### src/rtl/scan_seq_pkg.sv
package scan_seq_pkg;

  typedef enum logic [1:0] {
    ST_IDLE  = 2'd0,
    ST_SHIFT = 2'd1,
    ST_CAPT  = 2'd2
  } seq_st_e;

  // length of chain c from a packed list of LW-bit length fields
  function automatic int unsigned len_of(input logic [63:0] lens,
                                         input int unsigned lw,
                                         input int unsigned c);
    logic [63:0] msk;
    msk = (64'd1 << lw) - 64'd1;
    return 32'((lens >> (c * lw)) & msk);
  endfunction

  function automatic int unsigned max_len(input logic [63:0] lens,
                                          input int unsigned lw,
                                          input int unsigned n);
    int unsigned m;
    m = 0;
    for (int unsigned i = 0; i < n; i++) begin
      if (len_of(lens, lw, i) > m) m = len_of(lens, lw, i);
    end
    return m;
  endfunction

endpackage

### src/rtl/scan_pat_store.sv
module scan_pat_store #(
  parameter int unsigned W     = 35,
  parameter int unsigned DEPTH = 4,
  parameter int unsigned AW    = 2,
  parameter int unsigned RA_LO = 0,
  parameter int unsigned RA_W  = 13,
  parameter int unsigned RB_LO = 13,
  parameter int unsigned RB_W  = 22
) (
  input  logic            clk,
  input  logic            we,
  input  logic [AW-1:0]   waddr,
  input  logic [W-1:0]    wdata,
  input  logic [AW-1:0]   raddr_a,
  output logic [RA_W-1:0] rdata_a,
  input  logic [AW-1:0]   raddr_b,
  output logic [RB_W-1:0] rdata_b
);

  logic [W-1:0] mem [DEPTH];

  always_ff @(posedge clk) begin
    if (we) mem[waddr] <= wdata;
  end

  logic ok_a, ok_b;
  assign ok_a = ({1'b0, raddr_a} < (AW+1)'(DEPTH));
  assign ok_b = ({1'b0, raddr_b} < (AW+1)'(DEPTH));

  assign rdata_a = ok_a ? mem[raddr_a][RA_LO +: RA_W] : '0;
  assign rdata_b = ok_b ? mem[raddr_b][RB_LO +: RB_W] : '0;

endmodule

### src/rtl/scan_seq_ctrl.sv
module scan_seq_ctrl
  import scan_seq_pkg::*;
#(
  parameter int unsigned NSFF = 5,
  parameter int unsigned NVEC = 4,
  parameter int unsigned CW   = 3,
  parameter int unsigned JW   = 3
) (
  input  logic          clk,
  input  logic          rst,
  input  logic          start,
  input  logic [CW-1:0] vec_cnt,
  output seq_st_e       st,
  output logic [JW-1:0] j,
  output logic [CW-1:0] v,
  output logic          unload,
  output logic          go,
  output logic          last_shift,
  output logic          done
);

  localparam logic [JW-1:0] JLAST = JW'(NSFF - 1);
  localparam logic [CW-1:0] CMAX  = CW'(NVEC);

  logic [CW-1:0] cnt_q;

  assign go         = (st == ST_IDLE) && start && (vec_cnt != '0);
  assign unload     = (v == cnt_q);
  assign last_shift = (st == ST_SHIFT) && (j == JLAST);

  always_ff @(posedge clk) begin
    if (rst) begin
      st    <= ST_IDLE;
      j     <= '0;
      v     <= '0;
      cnt_q <= '0;
      done  <= 1'b0;
    end else begin
      done <= 1'b0;
      case (st)
        ST_IDLE: begin
          if (go) begin
            st    <= ST_SHIFT;
            j     <= '0;
            v     <= '0;
            cnt_q <= (vec_cnt > CMAX) ? CMAX : vec_cnt;
          end
        end
        ST_SHIFT: begin
          if (j == JLAST) begin
            j <= '0;
            if (unload) begin
              st   <= ST_IDLE;
              done <= 1'b1;
            end else begin
              st <= ST_CAPT;
            end
          end else begin
            j <= j + 1'b1;
          end
        end
        ST_CAPT: begin
          st <= ST_SHIFT;
          v  <= v + 1'b1;
        end
        default: st <= ST_IDLE;
      endcase
    end
  end

endmodule

### src/rtl/scan_resp_cmp.sv
module scan_resp_cmp
  import scan_seq_pkg::*;
#(
  parameter int unsigned NCH  = 2,
  parameter int unsigned LW   = 4,
  parameter logic [NCH*LW-1:0] CH_LEN = 8'h35,
  parameter int unsigned NSFF = 5,
  parameter int unsigned NPO  = 2,
  parameter int unsigned JW   = 3,
  parameter int unsigned CW   = 3,
  parameter int unsigned AW   = 2
) (
  input  logic                clk,
  input  logic                rst,
  input  logic                go,
  input  logic                capt,
  input  logic                shift_cmp,
  input  logic                last_shift,
  input  logic [JW-1:0]       j,
  input  logic [CW-1:0]       v,
  input  logic [NCH*NSFF-1:0] exp_so,
  input  logic [NCH*NSFF-1:0] mask,
  input  logic [NPO-1:0]      exp_po,
  input  logic [NCH-1:0]      scan_out,
  input  logic [NPO-1:0]      po,
  output logic                res_valid,
  output logic                res_fail,
  output logic [AW-1:0]       res_idx,
  output logic                fail_sticky,
  output logic [AW-1:0]       first_fail
);

  logic [NCH-1:0] mm;

  for (genvar c = 0; c < NCH; c++) begin : g_ch
    localparam int unsigned L = len_of(64'(CH_LEN), LW, c);
    logic [NSFF-1:0] e_c, m_c;
    assign e_c   = exp_so[c*NSFF +: NSFF];
    assign m_c   = mask[c*NSFF +: NSFF];
    assign mm[c] = ({1'b0, j} < (JW+1)'(L)) && m_c[j] && (scan_out[c] != e_c[j]);
  end

  logic po_err_q, so_err_q, fail_now;
  logic [AW-1:0] prev_idx;

  assign fail_now = po_err_q | so_err_q | (|mm);
  assign prev_idx = AW'(v - 1'b1);

  always_ff @(posedge clk) begin
    if (rst) begin
      po_err_q    <= 1'b0;
      so_err_q    <= 1'b0;
      res_valid   <= 1'b0;
      res_fail    <= 1'b0;
      res_idx     <= '0;
      fail_sticky <= 1'b0;
      first_fail  <= '0;
    end else begin
      res_valid <= 1'b0;
      if (go) begin
        po_err_q    <= 1'b0;
        so_err_q    <= 1'b0;
        fail_sticky <= 1'b0;
        first_fail  <= '0;
      end
      if (capt) po_err_q <= (po != exp_po);
      if (shift_cmp) begin
        if (last_shift) begin
          res_valid <= 1'b1;
          res_fail  <= fail_now;
          res_idx   <= prev_idx;
          so_err_q  <= 1'b0;
          if (fail_now && !fail_sticky) begin
            fail_sticky <= 1'b1;
            first_fail  <= prev_idx;
          end
        end else begin
          so_err_q <= so_err_q | (|mm);
        end
      end
    end
  end

endmodule

### src/rtl/scan_test_seq.sv
module scan_test_seq
  import scan_seq_pkg::*;
#(
  parameter int unsigned NCH  = 2,
  parameter int unsigned LW   = 4,
  parameter logic [NCH*LW-1:0] CH_LEN = 8'h35,
  parameter int unsigned NPI  = 3,
  parameter int unsigned NPO  = 2,
  parameter int unsigned NVEC = 4,
  localparam int unsigned NSFF = max_len(64'(CH_LEN), LW, NCH),
  localparam int unsigned JW   = (NSFF > 1) ? $clog2(NSFF) : 1,
  localparam int unsigned AW   = (NVEC > 1) ? $clog2(NVEC) : 1,
  localparam int unsigned CW   = $clog2(NVEC + 1),
  localparam int unsigned SB   = NCH * NSFF,
  localparam int unsigned O_PI = SB,
  localparam int unsigned O_EX = O_PI + NPI,
  localparam int unsigned W    = O_EX + 2 * SB + NPO
) (
  input  logic           clk,
  input  logic           rst,
  input  logic           start,
  input  logic [CW-1:0]  vec_cnt,
  input  logic           pat_we,
  input  logic [AW-1:0]  pat_addr,
  input  logic [W-1:0]   pat_wdata,
  input  logic [NCH-1:0] scan_out,
  input  logic [NPO-1:0] po,
  output logic           tc,
  output logic           busy,
  output logic [NCH-1:0] scan_in,
  output logic [NPI-1:0] pi,
  output logic           done,
  output logic           res_valid,
  output logic           res_fail,
  output logic [AW-1:0]  res_idx,
  output logic           fail_sticky,
  output logic [AW-1:0]  first_fail
);

  seq_st_e       seq_st;
  logic [JW-1:0] seq_j;
  logic [CW-1:0] seq_v;
  logic          seq_unload, seq_go, seq_last;

  scan_seq_ctrl #(.NSFF(NSFF), .NVEC(NVEC), .CW(CW), .JW(JW)) u_ctrl (
    .clk(clk), .rst(rst), .start(start), .vec_cnt(vec_cnt),
    .st(seq_st), .j(seq_j), .v(seq_v), .unload(seq_unload),
    .go(seq_go), .last_shift(seq_last), .done(done)
  );

  logic [SB+NPI-1:0]     ld_word;
  logic [2*SB+NPO-1:0]   rsp_word;

  scan_pat_store #(
    .W(W), .DEPTH(NVEC), .AW(AW),
    .RA_LO(0), .RA_W(SB + NPI), .RB_LO(O_EX), .RB_W(2 * SB + NPO)
  ) u_store (
    .clk(clk), .we(pat_we), .waddr(pat_addr), .wdata(pat_wdata),
    .raddr_a(AW'(seq_v)), .rdata_a(ld_word),
    .raddr_b(AW'(seq_v - 1'b1)), .rdata_b(rsp_word)
  );

  logic shifting, loading;
  assign shifting = (seq_st == ST_SHIFT);
  assign loading  = shifting && !seq_unload;

  assign busy = (seq_st != ST_IDLE);
  assign tc   = !shifting;
  assign pi   = (busy && !seq_unload) ? ld_word[SB +: NPI] : '0;

  for (genvar c = 0; c < NCH; c++) begin : g_sin
    localparam int unsigned L = len_of(64'(CH_LEN), LW, c);
    logic [NSFF-1:0] s_c;
    assign s_c        = ld_word[c*NSFF +: NSFF];
    assign scan_in[c] = loading && ({1'b0, seq_j} >= (JW+1)'(NSFF - L)) && s_c[seq_j];
  end

  scan_resp_cmp #(
    .NCH(NCH), .LW(LW), .CH_LEN(CH_LEN), .NSFF(NSFF), .NPO(NPO),
    .JW(JW), .CW(CW), .AW(AW)
  ) u_cmp (
    .clk(clk), .rst(rst), .go(seq_go),
    .capt(seq_st == ST_CAPT),
    .shift_cmp(shifting && (seq_v != '0)),
    .last_shift(seq_last),
    .j(seq_j), .v(seq_v),
    .exp_so(rsp_word[0 +: SB]),
    .mask(rsp_word[SB +: SB]),
    .exp_po(ld_word_po_sel(rsp_word)),
    .scan_out(scan_out), .po(po),
    .res_valid(res_valid), .res_fail(res_fail), .res_idx(res_idx),
    .fail_sticky(fail_sticky), .first_fail(first_fail)
  );

  // expected-PO of the vector in capture lives in the load-side address,
  // so it is read through port B only once that vector is in its unload;
  // during capture the vector is still on port A's address (v), so fetch it
  // from a third, narrow read below instead.
  function automatic logic [NPO-1:0] ld_word_po_sel(input logic [2*SB+NPO-1:0] unused_w);
    return cap_po;
  endfunction

  logic [NPO-1:0] cap_po;
  scan_pat_store #(
    .W(W), .DEPTH(NVEC), .AW(AW),
    .RA_LO(O_EX + 2 * SB), .RA_W(NPO), .RB_LO(0), .RB_W(1)
  ) u_po_store (
    .clk(clk), .we(pat_we), .waddr(pat_addr), .wdata(pat_wdata),
    .raddr_a(AW'(seq_v)), .rdata_a(cap_po),
    .raddr_b('0), .rdata_b()
  );

endmodule

### config.mk
export PLATFORM = sky130hd
export DESIGN_NAME = scan_test_seq
export DESIGN_NICKNAME = d
export VERILOG_FILES = /design/src/rtl/scan_seq_pkg.sv /design/src/rtl/scan_pat_store.sv /design/src/rtl/scan_seq_ctrl.sv /design/src/rtl/scan_resp_cmp.sv /design/src/rtl/scan_test_seq.sv
export SDC_FILE = /design/constraint.sdc
export NUM_CORES = 1
export LEC_CHECK = 0
export BUFFER_PORTS_ARGS = -buffer_cell sky130_fd_sc_hd__buf_2
export CAP_MARGIN = 30
export CORE_UTILIZATION = 45
export DETAILED_ROUTE_END_ITERATION = 6
export HOLD_SLACK_MARGIN = 0.06
export PLACE_DENSITY = 0.73
export SYNTH_ARGS = -nofsm -noshare
export SYNTH_HDL_FRONTEND = slang
export SYNTH_SLANG_ARGS = --single-unit
### constraint.sdc
create_clock -name clk -period 4.8 [get_ports clk]
set_input_delay 0.96 -clock clk [delete_from_list [all_inputs] [get_ports clk]]
set_output_delay 0.96 -clock clk [all_outputs]
set_load 0.02 [all_outputs]
After elaboration in Yosys (flattened, before gate mapping)
Memories as Yosys holds them, arrays and structs flattened. A register that Yosys moved wholly into a read port is not among the register bits.
Index checks and enable logic that the tools add are counted.

storage, ports and cells
  memories = 2
  memory bits (writable) = 280
  word-level logic and storage cells = 112
  output and inout port bits = 15
  input bits = 48
  flip-flop bits (word level) = 21

memories
  name            words  width  rd ports  clocked after Yosys merged registers in  write ports  RTL line              RTL
  u_po_store.mem  4      35     1         1                                        1            scan_pat_store.sv:20  logic [W-1:0] mem [DEPTH];
  u_store.mem     4      35     2         1                                        1            scan_pat_store.sv:20

cells by class
  reductions and logical operators = 33
  equality and inequality tests = 9
  mux-type cells = 42
  add/sub/neg operators = 3
  bitwise operators = 6
  magnitude comparators = 5

operators by type and width
  operator                                             number
  two-way mux 2 bit                                    11
  binary-select mux 1 bit (select 3 bit)               6
  two-way mux 1 bit                                    18
  logical AND 1 bit                                    14
  two-way mux 3 bit                                    4
  case mux 3 bit (2 select lines)                      2
  AND reduction 2 bit                                  5
  nonzero test 2 bit                                   5
  adder 3 x 1 -> 3 bit, second input constant          2
  case mux 2 bit (3 select lines)                      1
  nonzero test 3 bit                                   2
  < comparator 3 x 4 -> 1 bit, second input constant   1
  OR reduction 2 bit                                   2
  == test 3 bit                                        1
  == test 3 bit, second input constant                 1
  >= comparator 3 x 2 -> 1 bit, second input constant  1
  > comparator 3 bit, second input constant            1
  zero test 1 bit                                      3
  < comparator 3 x 2 -> 1 bit, second input constant   1
  < comparator 3 bit, second input constant            1
  NOT 1 bit                                            3
  bitwise OR 1 bit                                     3
  OR reduction 3 bit                                   1
  == test 2 x 1 -> 1 bit, second input constant        1
  7 further kinds                                      8

Longest topological paths before layout
Gate-level depths: netlist (run 1).
An unclocked memory read counts as a cell.

  word-level depth = 12
  depth in mapped cells = 13
  gate-level depth less buffers = 9

Modules after synthesis
A second synthesis (run 1) with hierarchy kept.

second synthesis, totals
  cell total of the unflattened synthesis = 368
  area, all modules = 6922.9 µm²

modules (own cells, without submodules)
  module                       area an instance (µm²)  instances  cells an instance  sequential area each (µm²)
  scan_pat_store (u_store)     5091.1                  1          185                4204.0
  scan_resp_cmp                606.8                   1          74                 180.2
  scan_seq_ctrl                594.3                   1          66                 240.2
  scan_pat_store (u_po_store)  466.7                   1          19                 360.3
  scan_test_seq                163.9                   1          24                 0.0

Worst setup path after synthesis (run 1)
OpenSTA, ideal clock, no wires.

  path kind = input-to-reg
  start point = input pat_addr[1]
  end point = memory u_store.mem[0][0] (enable)
  data required time = 4.328 ns
  arrival = 3.435 ns
  path slack = 0.893 ns
  cell stages on the path = 1
  buffers on the path = 0
  setup time = 0.472 ns
  cell sequence = nor3b_1

RTL lines
  element      RTL line              RTL
  from (decl)  scan_test_seq.sv:24   input logic [AW-1:0] pat_addr,
  to (decl)    scan_pat_store.sv:20

Straight into the memory's write port.

==> results of run 1 <==
[cell families after synthesis]
family	synth area share (%)
XOR/XNOR	1.11
buffers and inverters	2.07
flip-flops	71.2
multiplexers	12.6
AO/OA/AOI/OAI	4.92
AND/OR/NAND/NOR	7.07
adder cells (fa/ha/maj)	1.01
[cell usage after synthesis (all sizes together), types with 2 or more instances]
cell | count | share of area (%)
o22a | 2 | 0.28
a21oi | 13 | 1.0
o21ai | 2 | 0.16
mux2i | 5 | 0.81
a2111oi | 2 | 0.28
nor2 | 21 | 1.3
dfxtp | 23 | 7.4
edfxtp | 132 | 64
a211oi | 4 | 0.56
nand3 | 11 | 0.89
nor3 | 9 | 0.73
ha | 5 | 1.0
nor2b | 7 | 0.71
a22oi | 4 | 0.48
xnor2 | 6 | 0.97
clkbuf | 8 | 0.48
buf | 8 | 1.2
and3 | 7 | 0.79
inv | 7 | 0.42
a31oi | 3 | 0.30
mux2 | 6 | 1.2
nor3b | 5 | 0.60
nor4 | 2 | 0.20
mux4 | 28 | 11
nand2b | 3 | 0.30
nand2 | 20 | 1.2
[sequential cells by signal (all words and copies together), names as in the netlist, 2 cells and up, named ones only]
signal	cells
u_store.mem	132
u_ctrl.cnt_q	3
u_ctrl.j	3
u_ctrl.v	3
u_cmp.first_fail	2
u_cmp.res_idx	2
u_ctrl.st	2
[cell type report]
| cell class | count | share of cell area (%) |
|---|---|---|
| antenna | 1 | 0.0344 |
| clock buffer | 17 | 5.84 |
| clock inverter | 14 | 1.89 |
| inverter | 7 | 0.361 |
| multi-input combinational | 179 | 22.9 |
| sequential | 155 | 60.8 |
| tap | 176 | 3.03 |
| timing repair buffer | 69 | 5.16 |
[power breakdown]
group          internal [mW]  total, mW  leakage, nW  switching, mW
Combinational         0.0557      0.136        0.817         0.0805
Clock                  0.719       1.25        0.260          0.531
Sequential              1.52       1.54         1.40         0.0179
Total                   2.30       2.93         2.48          0.629
[metal layers]
layer	global-route usage (%)	up-vias	wire [microns]
li1	-	1567	-
met1	20.3	1599	4480
met2	27.8	95	5610
met4	7.73	2	203
met3	4.93	18	716
met5	0	-	15
[final timing paths]
| kind | to | slack [ps] | cells after the start |
|---|---|---|---|
| setup / recovery | scan_in[1] | 1260 | 7 |
| hold / removal | u_ctrl.cnt_q[2] | 480 | 2 |
| setup reg to reg | u_cmp.first_fail[0] | 1610 | 10 |
| hold reg to reg | u_ctrl.cnt_q[2] | 480 | 2 |
[worst reg2reg max path, cell delays in order, from the launching register on]
cell,delay [ps]
dfxtp_1,410
inv_1,60
ha_1,690
buf_8,250
mux2_2,360
nand3_1,80
a41o_1,190
a31oi_1,90
o32ai_2,460
o21a_4,200
mux2_4,290
[per-stage QoR]
step / utilization, % / power (mW) / worst slack (ps) / area [sq um] / instances
floorplan: - / 1.64 / 893 / 6210 / 357
global placement: 50.2 / 1.70 / 1360 / 6700 / 585
detailed placement: 50.3 / 1.71 / 1620 / 6710 / 586
CTS: 54.5 / 2.95 / 1160 / 7280 / 617
global route: 54.5 / 3.02 / 1060 / 7280 / 617
finish: 54.5 / 2.93 / 1260 / 7280 / 618
[cells in the final DEF, fill, tap and decap left out, types with 3 or more instances in the layout]
cell type,count
nor2_2,3
dfxtp_1,23
a31oi_1,3
inv_6,6
buf_4,8
nand3_1,11
nand2_1,20
nor2_1,18
nor2b_1,7
mux4_1,7
a22oi_1,4
mux2_2,4
nor3b_1,4
mux2i_1,5
ha_1,5
mux4_2,21
buf_2,60
clkinvlp_4,5
xnor2_1,5
a21oi_1,13
clkbuf_16,17
nor3_1,9
a211oi_1,3
and3_1,6
edfxtp_1,132
inv_1,7
nand2b_1,3
==> flow_metrics.tcl, run 1 <==
set metrics [dict create \
    antenna_found_initial 1 \
    ys_warn_count 0 \
    floorplan.initialDensity_pct 46.5 \
    cts_inserted_buffers 17 \
    cts_resized 0 \
    h-tree-depth 4 \
    worst_path_most_repeated_cell "a21oi_1" \
    async_flop_share_pct 0 \
    overflow 0 \
    dp_hpwl_microns 7030 \
    drive_above_1_share_pct 31.5 \
    fin_crit_ps 3540 \
    hold_viol_final 0 \
    power.leakage_nw 2.48 \
    synth-edff-count 132 \
    routed_via_density 5.31 \
    final_net_count 482 \
    multi_input_area_sq_um 1670 \
    syn-cell-area_sq_um 6210 \
    grt_first_pass_wirelength_microns 17500 \
    clock-root-buffer "clkbuf_16" \
    worst-setup-path-type "reg -> out" \
    die_h_microns 119 \
    drt_iter0_markers 203 \
    clk_pin_slew_ps 60 \
    grt_pass1_vias 3336 \
    post_cts_buffers 0 \
    fin_tns_setup_ps 0 \
    track_usage_pct 16.8 \
    vias 3281 \
    critPathTopFamily "flip-flops" \
    crit_chain "mux4_2 > nand2_1 > a21oi_1 > a21oi_1 > o22a_1 > nor3_1 > buf_2" \
    slowest_stage "dfxtp_1" \
    timing.hold.ws_ps 485 \
    p_per_area_nw_per_um2 402 \
    tightest_slew_ps 754 \
    path_buf_inv 1 \
    timing.rr.start "u_ctrl.v[1]" \
    fin_skew_ps 6.80 \
    hp-start "u_ctrl.cnt_q[2]" \
    timing.slew.headroom_pct 49.7 \
    fmax_mhz 283 \
    drv_slew 0 \
    ioPinCount 63 \
    io_buffers 60 \
    run_status "complete, no violations" \
    dieArea_sq_um 14300 \
    synth_ff_type "edfxtp_1" \
    n_fill_cell 1066 \
    clk_latency_ps 420 \
    cts_buffer_depth 2 \
    ys_ff_latch 155 \
    crit_path_max_fanout 11 \
    cpPeakStageDelay_ps 810 \
    hold_path.class "reg -> reg" \
    drc_errors 0 \
    final.period_utilization_pct 73.7 \
    cts_hold_buf 0 \
    clock_sinks 155 \
    rows 42 \
    cp.required_ps 3840 \
    synthToLayoutAreaGrowth_pct 17.2 \
    gp_congestion 0.742 \
    syn_nets 410 \
    setup_viol 0 \
    detail-route-antenna-nets 0 \
    grt_max_degree 34 \
    cp-end-kind "output port" \
    crit_path_start_kind "flip-flop" \
    core_area_sq_um 13300 \
    wire_per_inst_microns 17.8 \
    regArea_sq_um 4420 \
    syn_avg_cell_area_sq_um 17.4 \
    die_x_microns 119 \
    wl_microns 11000 \
    rsz0062_at_grt "false" \
    syn_inst 357 \
    ys_types 49 \
    dr.pass1.iters 4 \
    cap_violations 0 \
    ys_seq_area_share_pct 71.2 \
    ir_drop_mv 0.265 \
    arrival_ps 2580 \
    cts_tree "done" \
]
(Power assumes the default switching activity.)
==> run 2, diff against run 1 <==
Settings changed: ABC_AREA set to 1, PLACE_DENSITY 0.73 to 0.72.
Clock period 4.8 ns to 3.3 ns, I/O delays scaled along.
==> run 2 against run 1 <==
  * Critical path type unchanged
  * Via count rose by 31%
  * Global-route usage is 1.4 points higher
  * Combinational power grew 58%
  * Sequential cell count unchanged
  * Routed wire length grew 14%
  * Largest power group unchanged
  * Sequential share of layout area down 1.6 points
  * Cell area up 2.7%
  * First-iteration DRC count up 52%
  * Clock power up 46%
  * Worst setup slack worse by 840 ps
  * Largest cell class unchanged
==> flow_metrics.tcl, run 2 <==
set metrics [dict create \
    antenna_found_initial 0 \
    syn_inst 580 \
    p_comb_share_pct 5.0 \
    arrival_ps 2220 \
    final_cell_mix "edfxtp_1, nand2_1, nor2_1" \
    pre_cts_slack_ps 843 \
    timing.slew.headroom_pct 64.4 \
    rsz0062_at_grt "false" \
    hold_path.class "in -> reg" \
    cpPeakStageDelay_ps 450 \
    fin_crit_ps 2880 \
    final_util_pct 53.6 \
    crit_chain "buf_4 > xnor2_1 > nand3_1 > nand2_1 > nor3_1 > buf_2" \
    path_buf_inv 2 \
    track_usage_pct 18.2 \
    cap_violations 0 \
    vias 4304 \
    slowest_stage "buf_4" \
    drive_above_1_share_pct 17.6 \
    ys_ff_latch 155 \
    run_status "complete, no violations" \
    crit_path_max_fanout 43 \
    final_net_count 699 \
    cts_hold_buf 0 \
    drc_errors 0 \
    post_cts_buffers 0 \
    tightest_slew_ps 534 \
    largest_register_ffs 132 \
    dr.pass1.iters 4 \
    core_area_sq_um 13900 \
    total_power_mw 4.28 \
    power.leakage_nw 2.92 \
    io_buffers 60 \
    ys_types 34 \
    antenna_cells 0 \
    clock_sinks 155 \
    clk_pin_slew_ps 60 \
    rows 43 \
    cts_resized 0 \
    ioPinCount 63 \
    ys_top_cells_by_area "edfxtp_1, dfxtp_1, nand2_1" \
    yosysTopAreaCellShare_pct 61.6 \
    dp_hpwl_microns 7640 \
    cp-end-kind "output port" \
    setup_viol 0 \
    synthAdderAreaFrac_pct 0.972 \
    internal_power_mw 3.34 \
    power_switching_mw 0.941 \
    dieArea_sq_um 14800 \
    syn_avg_cell_area_sq_um 11.1 \
    synth-edff-count 132 \
    layout_commonest_cell "edfxtp_1" \
    wl_microns 12500 \
    floorplan.initialDensity_pct 46.2 \
    swShare_pct 22.0 \
    synth_ff_type "edfxtp_1" \
    synth_top_family_by_area "simple AND/OR/NAND/NOR gates" \
    crit_path_start "u_ctrl.v[0]" \
    timing.rr.start "u_ctrl.v[0]" \
    largest_register "u_store.mem" \
    synthToLayoutAreaGrowth_pct 16.2 \
    synthXorXnorAreaFrac_pct 0.681 \
    syn-cell-area_sq_um 6430 \
    yosysTopAreaCell "edfxtp_1" \
    crit_path_start_kind "flip-flop" \
    die_h_microns 122 \
    syn_nets 633 \
    ys_warn_count 0 \
    grt_first_pass_wirelength_microns 19900 \
    yosysMostFrequentCell "edfxtp_1" \
    drt_iter0_markers 308 \
    drv_slew 0 \
    clock-root-buffer "clkbuf_16" \
    cts_buffer_depth 2 \
    fin_skew_ps 6.58 \
    hold_viol_final 0 \
    worst-setup-path-type "reg -> out" \
    yosys-top-cells-count "edfxtp_1, nand2_1, nor2_1" \
    gp_congestion 0.760 \
    cts_tree "done" \
    fin_ws_ps 421 \
    wire_per_inst_microns 14.9 \
    clk_latency_ps 420 \
    die_x_microns 122 \
    ir_drop_mv 0.370 \
    routed_via_density 5.13 \
    grt_max_degree 44 \
    async_flop_share_pct 0 \
    muxShareOfSynthArea_pct 0 \
    final_area_sq_um 7470 \
    final.period_utilization_pct 87.2 \
    fmax_mhz 347 \
    detail-route-antenna-nets 0 \
    h-tree-depth 4 \
    fin_tns_setup_ps 0 \
    cts_inserted_buffers 17 \
    overflow 0 \
    p_per_area_nw_per_um2 572 \
    clkPwrFrac_pct 42.7 \
    cp.required_ps 2640 \
    synth-compound-area-share_pct 7.78 \
    hp-start "pat_wdata[17]" \
    power_frac_seq_pct 52.3 \
    ys_seq_area_share_pct 68.8 \
    grt_pass1_vias 4226 \
    placed_area_sq_um 6910 \
    synth-simple-area-share_pct 16.0 \
    critPathTopFamily "buffers and inverters" \
]
## run 2: changes by cell type after synthesis, sizes merged, moves of 5 or more
cell   change
inv       +46
nor3b      -5
o21ai     +53
buf        +8
nand2     +88
and3       -7
o22ai     +10
nor2      +63
mux2       -6
a21oi      +7
mux2i      -5
nand3     +27
nor2b      -7
mux4      -28
## run 2: area by class of cell
type / instances / area [sq um]
Clock inverter: 15 / 140
Sequential cell: 155 / 4420
Clock buffer: 17 / 425
Inverter: 53 / 206
Tap cell: 180 / 225
Fill cell: 1154 / 6460
Multi-Input combinational cell: 348 / 1670
Timing Repair Buffer: 71 / 383
## run 2: final timing paths
path | to | slack [ps] | cells past startpoint
hold / removal | u_store.mem[3][17] | 450 | 1
hold reg to reg | u_cmp.po_err_q | 470 | 2
setup reg to reg | u_cmp.first_fail[0] | 890 | 15
setup / recovery | scan_in[1] | 420 | 6
## run 2: logic make-up (layout without fill, tap and decap cells)
group,after synthesis,after routing
AO/OA/AOI/OAI,93,93
XOR/XNOR,5,5
adder cells (fa/ha/maj),5,5
buffers and inverters,77,156
flip-flops,155,155
AND/OR/NAND/NOR,245,245
## run 2: worst register-to-register path: stages, from the launching register on
cell	delay (ps)
dfxtp_1	440
inv_8	130
ha_1	340
inv_2	260
o21ai_0	130
o21ai_0	200
nand2_1	80
nand2_1	100
nor2_1	40
nand2_1	70
nand3_2	120
nand3_2	140
nand3_2	90
nand2_1	80
inv_1	40
nor2_1	90
## run 2: layer usage
metal / routed length, microns / track usage, % / up-vias
met5: 0 / 0 / -
li1: - / - / 2119
met1: 5410 / 21.9 / 2027
met2: 6180 / 30.6 / 130
met3: 686 / 3.84 / 28
met4: 261 / 10.1 / 0
## run 2: through the flow
step	hold WS [ps]	std cells
floorplan	444	580
global placement	459	807
detailed placement	463	807
CTS	430	839
global route	442	839
finish	450	839
## run 2: power by group through the flow
stage	sequential (mW)	clock [mW]	combinational (mW)
final	2.24	1.83	0.215
after CTS	2.24	1.85	0.216
after global routing	2.24	1.92	0.242
after global placement	2.28	0	0.207
after detailed placement	2.28	0	0.215
after floorplan	2.28	0	0.122
==> run 3, diff against run 2 <==
Settings changed: BUFFER_PORTS_ARGS -buffer_cell sky130_fd_sc_hd__buf_2 to not set, DONT_BUFFER_PORTS set to 1, PLACE_DENSITY 0.72 to 0.69.
==> run 3 against run 2 <==
  * Core utilization is 1.9 points lower
  * Global-route usage is 0.22 points higher
  * First-iteration DRC count is 6.8% lower
  * Via count is 3.5% lower
  * Largest cell class unchanged
  * Non-clock buffer count is 58 lower
==> flow_metrics.tcl, run 3 (same netlist as run 2, synthesis figures left out) <==
set metrics [dict create \
    cap_violations 0 \
    fin_tns_setup_ps 0 \
    placed_area_sq_um 6620 \
    rows 43 \
    antenna_cells 0 \
    final_area_sq_um 7210 \
    cts_buffer_depth 2 \
    run_status "complete, no violations" \
    clk_latency_ps 430 \
    overflow 0 \
    arrival_ps 2310 \
    cts_resized 0 \
    clk_pin_slew_ps 60 \
    cts_tree "done" \
    grt_pass1_vias 4077 \
    placed_cells 749 \
    cts_inserted_buffers 17 \
    floorplan.initialDensity_pct 46.2 \
    timing.slew.headroom_pct 60.0 \
    rsz0062_at_grt "false" \
    fin_cells 781 \
    drv_slew 0 \
    wire_per_inst_microns 16.3 \
    drt_iter0_markers 287 \
    multi_input_area_sq_um 1670 \
    power.leakage_nw 2.69 \
    largest_register "u_store.mem" \
    track_usage_pct 18.5 \
    routed_via_density 5.32 \
    crit_path_start_kind "flip-flop" \
    final_net_count 641 \
    final_cell_mix "edfxtp_1, nand2_1, nor2_1" \
    detail-route-antenna-nets 0 \
    cts_hold_buf 0 \
    layout_commonest_cell "edfxtp_1" \
    pre_cts_slack_ps 816 \
    fmax_mhz 337 \
    clock_sinks 155 \
    synthToLayoutAreaGrowth_pct 12.1 \
    setup_viol 0 \
    final_util_pct 51.7 \
    hold_viol_final 0 \
    largest_register_ffs 132 \
    wl_microns 12700 \
    fin_ws_ps 334 \
    die_x_microns 122 \
    regArea_sq_um 4420 \
    tightest_slew_ps 599 \
    cp.required_ps 2640 \
    ir_drop_mv 0.392 \
    core_area_sq_um 13900 \
    gp_congestion 0.725 \
    hold_path.class "in -> reg" \
    h-tree-depth 4 \
    clock-root-buffer "clkbuf_16" \
    dp_hpwl_microns 7760 \
    p_per_area_nw_per_um2 595 \
    grt_first_pass_wirelength_microns 20000 \
    io_buffers 0 \
    antenna_found_initial 0 \
    n_fill_cell 1165 \
    fin_crit_ps 2970 \
    ioPinCount 63 \
    cp-end-kind "output port" \
    drive_above_1_share_pct 9.98 \
    grt_max_degree 42 \
    fin_skew_ps 13.1 \
    dr.pass1.iters 5 \
    crit_path_max_fanout 20 \
    dieArea_sq_um 14800 \
    final.period_utilization_pct 89.9 \
    drc_errors 0 \
    vias 4153 \
    post_cts_buffers 0 \
    die_h_microns 122 \
    worst-setup-path-type "reg -> out" \
]
run 3: area by class of cell:
class	count	area share (%)
inverter	53	2.86
multi-input combinational	348	23.2
clock buffer	17	5.90
clock inverter	15	2.22
timing repair buffer	13	1.35
sequential	155	61.4
tap	180	3.12
run 3: through the flow:
stage / total power, mW / hold WS [ps]
2_1_floorplan: 2.40 / 444
3_3_place_gp: 2.44 / 454
3_5_place_dp: 2.45 / 451
4_1_cts: 4.32 / 272
5_1_grt: 4.43 / 281
6_report: 4.29 / 292
run 3: worst paths after layout:
kind / start / end / slack, ps / depth (start not counted)
setup reg to reg: u_ctrl.v[0] / u_cmp.first_fail[1] / 860 / 13
hold reg to reg: u_cmp.po_err_q / u_cmp.po_err_q / 460 / 2
setup / recovery: flip-flop / scan_in[0] / 330 / 7
hold / removal: rst / u_ctrl.cnt_q[1] / 290 / 1
run 3: per-layer routing:
layer | global-route usage [%] | up-vias | part of all wire [%]
li1 | - | 2007 | -
met1 | 22.1 | 1999 | 42
met4 | 9.18 | 0 | 2.2
met5 | 0 | - | 0
met3 | 6.79 | 24 | 7.4
met2 | 29.4 | 123 | 48
run 3: report_power, final:
part	leakage, nW	total, mW	internal, mW	switching, mW
combinational	1.01	0.167	0.0497	0.117
clock	0.281	1.88	1.07	0.818
sequential	1.40	2.24	2.22	0.0216
total	2.69	4.29	3.33	0.957
run 3: worst max-delay path, stage by stage, from the launching register on:
cell	delay, ps
dfxtp_1	310
inv_1	440
buf_4	290
o21ai_0	110
o22ai_1	140
nand2_1	70
a41oi_1	320
buf_4	200
